==> src/rtl/pad_ctl_pkg.sv <==
package pad_ctl_pkg;

    localparam int CFG_W  = 13;
    localparam int MODE_W = 3;

    // Field order is fixed: the pad cell decodes these positions.
    typedef struct packed {
        logic [MODE_W-1:0] dmode;     // 12:10
        logic              vtrip;     // 9
        logic              slew;      // 8
        logic              ana_pol;   // 7
        logic              ana_sel;   // 6
        logic              ana_en;    // 5
        logic              ib_sel;    // 4
        logic              in_dis;    // 3
        logic              hold;      // 2
        logic              out_dis;   // 1
        logic              mgmt_own;  // 0
    } pad_cfg_t;

    localparam logic [MODE_W-1:0] MODE_PULLUP = 3'b010;
    localparam logic [MODE_W-1:0] MODE_PULLDN = 3'b011;

    function automatic logic [CFG_W-1:0] default_word(input bit full_mgmt);
        pad_cfg_t c;
        c          = '0;
        c.mgmt_own = 1'b1;
        if (full_mgmt) begin
            c.dmode   = 3'b110;
            c.out_dis = 1'b0;
        end else begin
            c.dmode   = 3'b001;
            c.out_dis = 1'b1;
        end
        return c;
    endfunction

endpackage

==> src/rtl/pad_cfg_regs.sv <==
module pad_cfg_regs
    import pad_ctl_pkg::*;
#(
    parameter logic [CFG_W-1:0] RST_WORD = 13'h403
) (
    input  logic             clk,
    input  logic             rst_n,
    input  logic             we,
    input  logic [CFG_W-1:0] wdata,
    input  logic             xfer,
    output pad_cfg_t         active
);

    typedef struct packed {
        pad_cfg_t stage;
        pad_cfg_t act;
    } regs_t;

    regs_t st_d, st_q;

    always_comb begin
        st_d = st_q;
        // Transfer reads the stage value from before this cycle's write.
        if (xfer) begin
            st_d.act = st_q.stage;
        end
        if (we) begin
            st_d.stage = pad_cfg_t'(wdata);
        end
        if (!rst_n) begin
            st_d.stage = pad_cfg_t'(RST_WORD);
            st_d.act   = pad_cfg_t'(RST_WORD);
        end
    end

    always_ff @(posedge clk) begin
        st_q <= st_d;
    end

    assign active = st_q.act;

endmodule

==> src/rtl/pad_route.sv <==
module pad_route
    import pad_ctl_pkg::*;
#(
    parameter bit FULL_MGMT = 1'b0
) (
    input  logic              own_mgmt,
    input  logic              out_dis,
    input  logic [MODE_W-1:0] dmode,
    input  logic              pad_in,
    output logic              pad_out,
    output logic              pad_oeb,
    input  logic              user_out,
    input  logic              user_oeb,
    output logic              user_in,
    input  logic              mgmt_out,
    input  logic              mgmt_oeb,
    output logic              mgmt_in
);

    logic m_out, m_oeb, m_in;
    logic pull_mode;
    logic base_out;

    generate
        if (FULL_MGMT) begin : g_full
            logic unused_dis;
            assign unused_dis = out_dis;
            always_comb begin
                m_out = mgmt_out;
                m_oeb = mgmt_oeb;
                m_in  = pad_in;
            end
        end else begin : g_wire
            logic unused_oeb;
            assign unused_oeb = mgmt_oeb;
            always_comb begin
                if (out_dis) begin
                    m_out = 1'b0;
                    m_oeb = 1'b1;
                    m_in  = pad_in;
                end else begin
                    m_out = mgmt_out;
                    m_oeb = 1'b0;
                    m_in  = 1'b0;
                end
            end
        end
    endgenerate

    always_comb begin
        pull_mode = (dmode == MODE_PULLUP) || (dmode == MODE_PULLDN);
        base_out  = own_mgmt ? m_out : user_out;
        pad_oeb   = own_mgmt ? m_oeb : user_oeb;
        mgmt_in   = own_mgmt ? m_in  : 1'b0;
        pad_out   = pull_mode ? ~dmode[0] : base_out;
        user_in   = pad_in;
    end

endmodule

==> src/rtl/pad_ctl_unit.sv <==
module pad_ctl_unit
    import pad_ctl_pkg::*;
#(
    parameter bit FULL_MGMT = 1'b0
) (
    input  logic             clk,
    input  logic             rst_n,
    input  logic             cfg_we,
    input  logic [CFG_W-1:0] cfg_wdata,
    input  logic             cfg_xfer,
    output logic [CFG_W-1:0] cfg_q,
    input  logic             pad_in,
    output logic             pad_out,
    output logic             pad_oeb,
    input  logic             user_out,
    input  logic             user_oeb,
    output logic             user_in,
    input  logic             mgmt_out,
    input  logic             mgmt_oeb,
    output logic             mgmt_in
);

    localparam logic [CFG_W-1:0] RST_WORD = default_word(FULL_MGMT);

    pad_cfg_t act;

    pad_cfg_regs #(.RST_WORD(RST_WORD)) regs_i (
        .clk    (clk),
        .rst_n  (rst_n),
        .we     (cfg_we),
        .wdata  (cfg_wdata),
        .xfer   (cfg_xfer),
        .active (act)
    );

    pad_route #(.FULL_MGMT(FULL_MGMT)) route_i (
        .own_mgmt (act.mgmt_own),
        .out_dis  (act.out_dis),
        .dmode    (act.dmode),
        .pad_in   (pad_in),
        .pad_out  (pad_out),
        .pad_oeb  (pad_oeb),
        .user_out (user_out),
        .user_oeb (user_oeb),
        .user_in  (user_in),
        .mgmt_out (mgmt_out),
        .mgmt_oeb (mgmt_oeb),
        .mgmt_in  (mgmt_in)
    );

    assign cfg_q = act;

endmodule

==> config.mk <==
export PLATFORM = sky130hd
export DESIGN_NAME = pad_ctl_unit
export DESIGN_NICKNAME = d
export VERILOG_FILES = /design/src/rtl/pad_ctl_pkg.sv /design/src/rtl/pad_cfg_regs.sv /design/src/rtl/pad_route.sv /design/src/rtl/pad_ctl_unit.sv
export SDC_FILE = /design/constraint.sdc
export NUM_CORES = 1
export LEC_CHECK = 0
export BUFFER_PORTS_ARGS = -buffer_cell sky130_fd_sc_hd__buf_4
export CAP_MARGIN = 40
export CELL_PAD_IN_SITES_DETAIL_PLACEMENT = 1
export CELL_PAD_IN_SITES_GLOBAL_PLACEMENT = 1
export CORE_MARGIN = 8
export CORE_UTILIZATION = 33
export CTS_BUF_LIST = sky130_fd_sc_hd__clkbuf_16
export DETAILED_ROUTE_END_ITERATION = 10
export PLACE_DENSITY = 0.75
export SYNTH_ARGS = -nofsm -noshare
export SYNTH_HDL_FRONTEND = slang
export SYNTH_SLANG_ARGS = --single-unit
==> constraint.sdc <==
create_clock -name clk -period 0.8 [get_ports clk]
set_input_delay 0.04 -clock clk [delete_from_list [all_inputs] [get_ports clk]]
set_output_delay 0.04 -clock clk [all_outputs]
set_load 0.02 [all_outputs]
==> results.ini, run 1 <==
[status]
outcome = complete, but fails checks
violations = setup timing

[clock_network]
clk_latency_ps = 250
cts_max_level = 1
cts_root_buffer = clkbuf_16
cts_tree = yes
clockBufferDepth = 2
cts_sinks = 26
clk_pin_slew_ps = 60
cts_buffers = 3
cts_hold_buf = 0

[critical_path]
cp_num_buf_inv = 3
critPathMaxStageDelay_ps = 330
rr_endpoint = regs_i.active[1]
end_kind = output port
startpoint = regs_i.active[1]
rr_worst_depth = 5
arrival_ps = 1090
cp-endpoint = mgmt_in
worstPathRequired_ps = 760
r2r_slack_ps = -150
cp.depth = 4
start_kind = register
path_cells = buf_4 > buf_6 > and3_4 > buf_6
worstSetupPathType = register to output port
crit_path_frequent_cell = buf_6
critPathSlowestCell = dfxtp_2
reg2reg_from = regs_i.active[1]
critPathMaxFanout = 3
critPathTopFamily = buffers and inverters

[cells_and_area]
fin_util_pct = 46.5
layout-drive-gt1-share_pct = 44.8
nets = 157
final_cell_area_mm2 = 0.00157
area_growth_pct = 35.1
diodes = 0
fillCellCount = 387

[sta]
final_max_slew_viol_count = 0
post-route-min-period_ps = 1130
hold_violations = 0
worst_pin_slew_ps = 239
fmax_ghz = 0.884
finalWorstSetupSlack_ps = -331
whs_ps = 8.29
slew_headroom_pct = 84.0
setup_viol = 7
skew_ps = 1.18
fin_crit_sh_pct = 141
grt_setup_unrepaired = true

[logic_synthesis]
ys_warn_count = 0
syn_inst = 105
synth_xor_area_share_pct = 0
ys_types = 16
synth_top_family_by_area = multiplexers
synth_top_area_share_pct = 44.9
synth_seq_cells = 26
synthSimpleGateAreaFrac_pct = 15.9
synthMuxAreaShare_pct = 23.4
synth_compound_gate_area_share_pct = 0.540
seq_area_frac_synth_pct = 44.9
syn_nets = 127
synth_area_mm2 = 0.00116
synth-adder-area-share_pct = 0
ys_top_cells_by_area = dfxtp_1 45%, mux2i_1 22%, nor2b_1 10%
yosys.area.top_type = dfxtp_1
synth_area_per_cell_um2 = 11.0

[grt]
use_met3_pct = 4.26
antenna_found_initial = 0
busiest_layer = met2
use_met1_pct = 10.6
grt_use_total_pct = 9.42
grt_pass1_vias = 874
grt_util_met2_pct = 15.9
overflow = 0
grt_start_max_net_pins = 27
grt_first_pass_wirelength_um = 4100

[detailed_routing]
wirelength_um = 2560
vias = 792
ant_nets = 0
first_iter_violations = 18
wire_per_inst_um = 14.2
route.detailed.drc = 0
first_pass_iters = 4
vias_per_cell = 4.40

[floorplan]
die_w_um = 75.3
die_y_um = 75.3
num_rows = 21
dieArea_mm2 = 0.00566
start_util_pct = 34.4
ios = 39
core_mm2 = 0.00336

[pwr]
swShare_pct = 22.0
ir_drop_mv = 1.07
clkPwrFrac_pct = 37.5
pwr_density_cell_mw_per_mm2 = 1860
comb_power_share_pct = 14.6
p_sw_mw = 0.640
p_int_mw = 2.27
p_leak_nw = 0.726
p_seq_share_pct = 47.8

[placement]
hpwl_um = 1920
placed_cell_area_mm2 = 0.00139
io_buffer_count = 37
place_congestion = 0.676

[hold_path]
hold_path.class = primary input to register
hold_start = cfg_wdata[0]

[job]
max_cap_viol_count = 0

## logic make-up (layout without fill, tap and decap cells)
group / count (synthesis) / count (layout)
buffers and inverters: 20 / 49
DFF: 26 / 26
muxes: 27 / 27
and+or+nand+nor: 31 / 31
AOI/OAI and AO/OA: 1 / 1
## through the flow
step | TNS [ps] | instances | setup slack (ps) | power [mW]
2_1_floorplan | 0 | 105 | 2.62 | 1.69
3_3_place_gp | -170 | 174 | -77.9 | 1.80
3_5_place_dp | -244 | 174 | -115 | 1.82
4_1_cts | -1550 | 180 | -344 | 2.95
5_1_grt | -1770 | 180 | -367 | 3.04
6_report | -1500 | 180 | -331 | 2.91
## cell usage after synthesis
cell type,number
a31oi_1,1
and2b_1,1
and3_1,1
and3b_1,1
buf_12,2
buf_2,1
buf_4,14
buf_6,2
clkbuf_1,1
dfxtp_1,26
mux2_2,1
mux2i_1,26
nand2_1,6
nand2b_1,2
nand3b_1,1
nor2b_1,19
## cells in the final DEF (no fill, tap or decap), drive strengths merged
| cell | Yosys | routed |
|---|---|---|
| buf | 19 | 45 |
| mux2i | 26 | 26 |
| dfxtp | 26 | 26 |
| nor2b | 19 | 19 |
| nand2 | 6 | 6 |
| clkbuf | 1 | 3 |
| nand2b | 2 | 2 |
| nand3b | 1 | 1 |
| and3b | 1 | 1 |
| a31oi | 1 | 1 |
| mux2 | 1 | 1 |
| and2b | 1 | 1 |
| and3 | 1 | 1 |
| clkinv | 0 | 1 |
## power groups by stage
stage | Sequential (mW) | Combinational, mW | Clock [mW]
floorplan | 1.41 | 0.279 | 0
global placement | 1.42 | 0.386 | 0
detailed placement | 1.42 | 0.401 | 0
CTS | 1.39 | 0.432 | 1.13
global route | 1.40 | 0.462 | 1.18
finish | 1.39 | 0.427 | 1.09
## flip-flops by register name, summed over array words and instances (netlist names)
name / count
regs_i.active: 13
regs_i.st_q: 13
## tightest hold or removal path: stages
cell and delay (ps):
buf_4 80, mux2i_1 50, nand2_1 60
## worst min path at each step
| stage | end | cells past startpoint | slack [ps] |
|---|---|---|---|
| global placement | regs_i.st_q[14] | 3 | 260 |
| detailed placement | regs_i.st_q[13] | 3 | 270 |
| global route | regs_i.st_q[13] | 3 | 20 |
| CTS | regs_i.st_q[13] | 3 | 2 |
| floorplan | regs_i.st_q[13] | 2 | 170 |
| finish | regs_i.st_q[13] | 3 | 8 |
## routing by layer
metal	wire [µm]	share of wire [%]	vias up
met5	0	0	-
met4	6	0.23	0
met3	262	10	2
met2	1250	49	29
met1	1040	41	371
li1	-	-	390
## area by class of cell
type	count	area (µm²)	area share, %
Tap cell	46	57.6	3.68
Sequential cell	26	533	34.1
Clock buffer	3	75.1	4.80
Timing Repair Buffer	45	403	25.7
Clock inverter	1	3.75	0.240
Multi-Input combinational cell	59	493	31.5
## timing repair
action | in CTS | in global routing
setup endpoints to repair | 9 | 13
pin swaps | 0 | 0
resized for setup | 21 | 5
cloned | 0 | 0
buffers inserted | 3 | 1
Power figures use the tool's default switching activity.
==> inputs of run 2 (changes only) <==
- CORE_MARGIN: 8 -> 2
- CTS_CLUSTER_DIAMETER: default -> 80
==> run 2 against run 1 <==
  * The run still ends with setup timing left
  * Register-to-register slack got worse by 30 ps
  * Clock power increased by 31%
  * Via count increased by 3.8%
  * Setup slack got worse by 25 ps
  * Sequential power about the same
  * Maximum frequency decreased by 2.2%
  * Critical path depth decreased by 1
  * Largest power group is now the clock network
==> results.ini, run 2 (synthesis gave the netlist of run 1 again) <==
[cells_and_area]
layout-drive-gt1-share_pct = 50.7
area_growth_pct = 43.5
final_common_cell = buf_4
seq_area_um2 = 539
final_cell_area_mm2 = 0.00166
fillCellCount = 395
finalNonFillerCells = 186
multi_input_comb_area_um2 = 494
final_cell_mix = 31 x buf_4, 26 x mux2i_1, 19 x nor2b_1
diodes = 0
fin_util_pct = 49.4
nets = 163

[clock_network]
cts_root_buffer = clkbuf_16
cts_sinks = 26
cts_buffers = 3
clockBufferDepth = 2
cts_tree = yes
cts_max_level = 1
clk_pin_slew_ps = 60
clk_latency_ps = 260

[critical_path]
critPathMaxFanout = 3
path_cells = and3b_2 > a31oi_4 > buf_6
start_kind = register
critPathSlowestCell = dfxtp_2
worstSetupPathType = register to output port
worstPathRequired_ps = 760
arrival_ps = 1120
critPathMaxStageDelay_ps = 340
end_kind = output port

[grt]
grt_use_total_pct = 14.1
grt_pass1_vias = 889
grt_first_pass_wirelength_um = 4330
overflow = 0
antenna_found_initial = 0
grt_start_max_net_pins = 27

[floorplan]
die_y_um = 63.3
dieArea_mm2 = 0.00400
ios = 39
num_rows = 21
start_util_pct = 34.4
die_w_um = 63.3
core_mm2 = 0.00336

[placement]
io_buffer_count = 37
post-place-cells = 175
dp_slack_ps = -96.5
hpwl_um = 1740
place_congestion = 0.724
placed_cell_area_mm2 = 0.00140

[sta]
final_max_slew_viol_count = 0
slew_headroom_pct = 84.1
setup_viol = 11
post-route-min-period_ps = 1160
setup_tns_ps = -1990
hold_violations = 0
grt_setup_unrepaired = true
finalWorstSetupSlack_ps = -357
fmax_ghz = 0.865
skew_ps = 2.48
whs_ps = 10.9
fin_crit_sh_pct = 145
worst_pin_slew_ps = 239

[detailed_routing]
first_iter_violations = 14
first_pass_iters = 2
wire_per_inst_um = 14.2
ant_nets = 0
wirelength_um = 2650
route.detailed.drc = 0
vias_per_cell = 4.42
vias = 822

[status]
violations = setup timing
outcome = complete, but fails checks

[hold_path]
hold_path.class = primary input to register

[pwr]
p_sw_mw = 0.661
p_leak_nw = 0.781
swShare_pct = 20.1
ir_drop_mv = 1.40
p_seq_share_pct = 42.5
clkPwrFrac_pct = 43.6
comb_power_share_pct = 13.9
report.power.total_mw = 3.28
pwr_density_cell_mw_per_mm2 = 1970
p_int_mw = 2.62

[job]
max_cap_viol_count = 0

-- run 2: cell count changes in the layout (fill, tap and decap cells not counted) --
cell	change
and3b_1	-1
and3b_2	+1
clkinv_1	-1
bufinv_16	+1
dlygate4sd3_1	+1
dlymetal6s4s_1	+1
dfxtp_1	-5
dfxtp_2	+5
buf_4	+1
buf_6	+3
-- run 2: critical path, delay by kind of cell (launching register included) --
family	cells	cell delay, ps
compound gates	1	150
simple gates	1	230
buf+inv	1	140
flops	1	340
-- run 2: power by group through the flow --
stage	registers (mW)	logic, mW	clock network (mW)
2_1_floorplan	1.41	0.279	0
3_3_place_gp	1.42	0.390	0
3_5_place_dp	1.42	0.402	0
4_1_cts	1.39	0.444	1.49
5_1_grt	1.40	0.491	1.53
6_report	1.39	0.456	1.43
-- run 2: final timing paths --
path	cells past startpoint	start	end	slack (ps)
hold reg to reg	2	regs_i.st_q[13]	regs_i.active[0]	480
setup / recovery	3	regs_i.active[12]	pad_out	-360
setup reg to reg	5	regs_i.active[0]	regs_i.active[0]	-180
hold / removal	3	cfg_wdata[0]	regs_i.st_q[13]	10
-- run 2: what timing repair did --
action / in CTS / in global routing
resized for setup: 21 / 15
endpoints found under the setup margin: 8 / 19
hold buffers: 2 / 0
endpoints found under the hold margin: 2 / 0
pin swaps: 1 / 0
setup buffers: 2 / 4
-- run 2: cell type report --
cell class                 instances  area share [%]
sequential                        26            32.4
multi-input combinational         59            29.7
timing repair buffer              51            28.1
clock buffer                       3            4.51
tap                               46            3.46
clock inverter                     1            1.81
-- run 2: per-layer routing --
| layer | up-vias | global-route usage (%) | routed length, µm |
|---|---|---|---|
| li1 | 399 | - | - |
| met1 | 387 | 15.2 | 1050 |
| met2 | 31 | 24.9 | 1400 |
| met3 | 5 | 4.46 | 148 |
| met4 | 0 | 6.52 | 41 |
| met5 | - | 0 | 0 |
==> inputs of run 3 (changes only) <==
- SETUP_SLACK_MARGIN: default -> 0.4
==> run 3 against run 2 <==
  * The run ends with hold timing, setup timing left
  * Power shrank 11%
  * Clock skew shrank 0.85 ps
  * Non-clock buffer count shrank 6
  * Maximum frequency grew 4.4%
  * Sequential power is essentially flat
  * Register-to-register slack gained 140 ps
  * Cell count shrank 3.2%
  * Via count shrank 6.1%
  * Flip-flop and latch count is the same
  * Global-route usage shrank 2.3 points
  * First-iteration DRC count grew 93%
  * Critical path type unchanged
  * Highest routed layer unchanged
==> results.ini, run 3 (synthesis gave the netlist of run 1 again) <==
[status]
outcome = complete, but fails checks
violations = hold timing, setup timing

[cells_and_area]
finalNonFillerCells = 180
area_growth_pct = 39.3
multi_input_comb_area_um2 = 493
final_common_cell = mux2i_1
nets = 157
fillCellCount = 388
layout-drive-gt1-share_pct = 58.2
fin_util_pct = 48.0
diodes = 0
seq_area_um2 = 556
final_cell_mix = 26 x mux2i_1, 25 x dfxtp_2, 23 x buf_4

[grt]
grt_util_met2_pct = 23.0
grt_pass1_vias = 808
use_met3_pct = 3.93
use_met1_pct = 12.0
overflow = 0
grt_use_total_pct = 11.8
busiest_layer = met2
grt_first_pass_wirelength_um = 3680
grt_start_max_net_pins = 27
antenna_found_initial = 0

[hold_path]
hold_path.class = primary input to register

[placement]
place_congestion = 0.714
hpwl_um = 1670
io_buffer_count = 37
post-place-cells = 175

[sta]
finalWorstSetupSlack_ps = -308
final_max_slew_viol_count = 0
slew_headroom_pct = 84.4
fin_crit_sh_pct = 138
hold_violations = 1
worst_pin_slew_ps = 234
grt_setup_unrepaired = true
post-route-min-period_ps = 1110
setup_viol = 9
fmax_ghz = 0.903
whs_ps = -8.07
skew_ps = 1.63
setup_tns_ps = -1300

[clock_network]
cts_buffers = 3
clk_latency_ps = 250
cts_max_level = 1
clockBufferDepth = 2
cts_sinks = 26
clk_pin_slew_ps = 60
cts_root_buffer = clkbuf_16
cts_tree = yes

[detailed_routing]
ant_nets = 0
vias = 772
first_iter_violations = 27
vias_per_cell = 4.29
route.detailed.drc = 0
first_pass_iters = 4
wirelength_um = 2230
wire_per_inst_um = 12.4

[job]
max_cap_viol_count = 0

[floorplan]
dieArea_mm2 = 0.00400
core_mm2 = 0.00336
start_util_pct = 34.4
die_w_um = 63.3
ios = 39
num_rows = 21
die_y_um = 63.3

[pwr]
ir_drop_mv = 1.15
p_leak_nw = 0.737
pwr_density_cell_mw_per_mm2 = 1810

[critical_path]
arrival_ps = 1070
start_kind = register
end_kind = output port
worstPathRequired_ps = 760
critPathMaxFanout = 3
worstSetupPathType = register to output port

-- run 3: area by class of cell --
class                           instances  share of cell area, %
Tap cell                               46                   3.57
Clock inverter                          1                  0.233
Timing Repair Buffer                   45                   26.6
Clock buffer                            3                   4.65
Multi-Input combinational cell         59                   30.5
Sequential cell                        26                   34.4
-- run 3: path summary, 6_finish.rpt --
check / startpoint / end / slack [ps] / cells past startpoint
setup / recovery: regs_i.active[12] / pad_out / -310 / 3
hold / removal: cfg_wdata[0] / regs_i.st_q[13] / -8 / 3
setup reg to reg: regs_i.active[12] / regs_i.active[12] / -40 / 4
hold reg to reg: regs_i.st_q[23] / regs_i.st_q[23] / 460 / 2
-- run 3: repair_timing --
| item | CTS | global route |
|---|---|---|
| hold endpoints to repair | 1 | 1 |
| pin swaps | 1 | 0 |
| setup buffers | 0 | 1 |
| setup endpoints to repair | 42 | 42 |
| resized for setup | 34 | 3 |
-- run 3: routing by layer --
layer / wire, µm / part of all wire, % / vias to the layer above
li1: - / - / 390
met1: 889 / 40 / 354
met2: 1170 / 53 / 26
met3: 148 / 6.6 / 2
met4: 14 / 0.63 / 0
met5: 0 / 0 / -
-- run 3: critical path, cell delays in order (launching register included) --
cell,delay [ps]
dfxtp_2,330
and3b_1,200
a31oi_4,140
buf_6,130
-- run 3: power by group --
group | total [mW] | internal [mW] | switching [mW] | leakage, nW
sequential | 1.40 | 1.37 | 0.0382 | 0.219
clock | 1.09 | 0.668 | 0.419 | 0.0385
combinational | 0.431 | 0.256 | 0.175 | 0.479
-- run 3: stage by stage --
step                setup WS (ps)  cell area, µm²  total power, mW  hold WS [ps]
global placement            -71.4            1420             1.81           245
finish                       -308            1610             2.92         -8.07
CTS                          -307            1600             2.95         -7.85
floorplan                    2.72            1250             1.72           160
detailed placement          -78.4            1420             1.83           255
global route                 -349            1610             3.08         -4.52
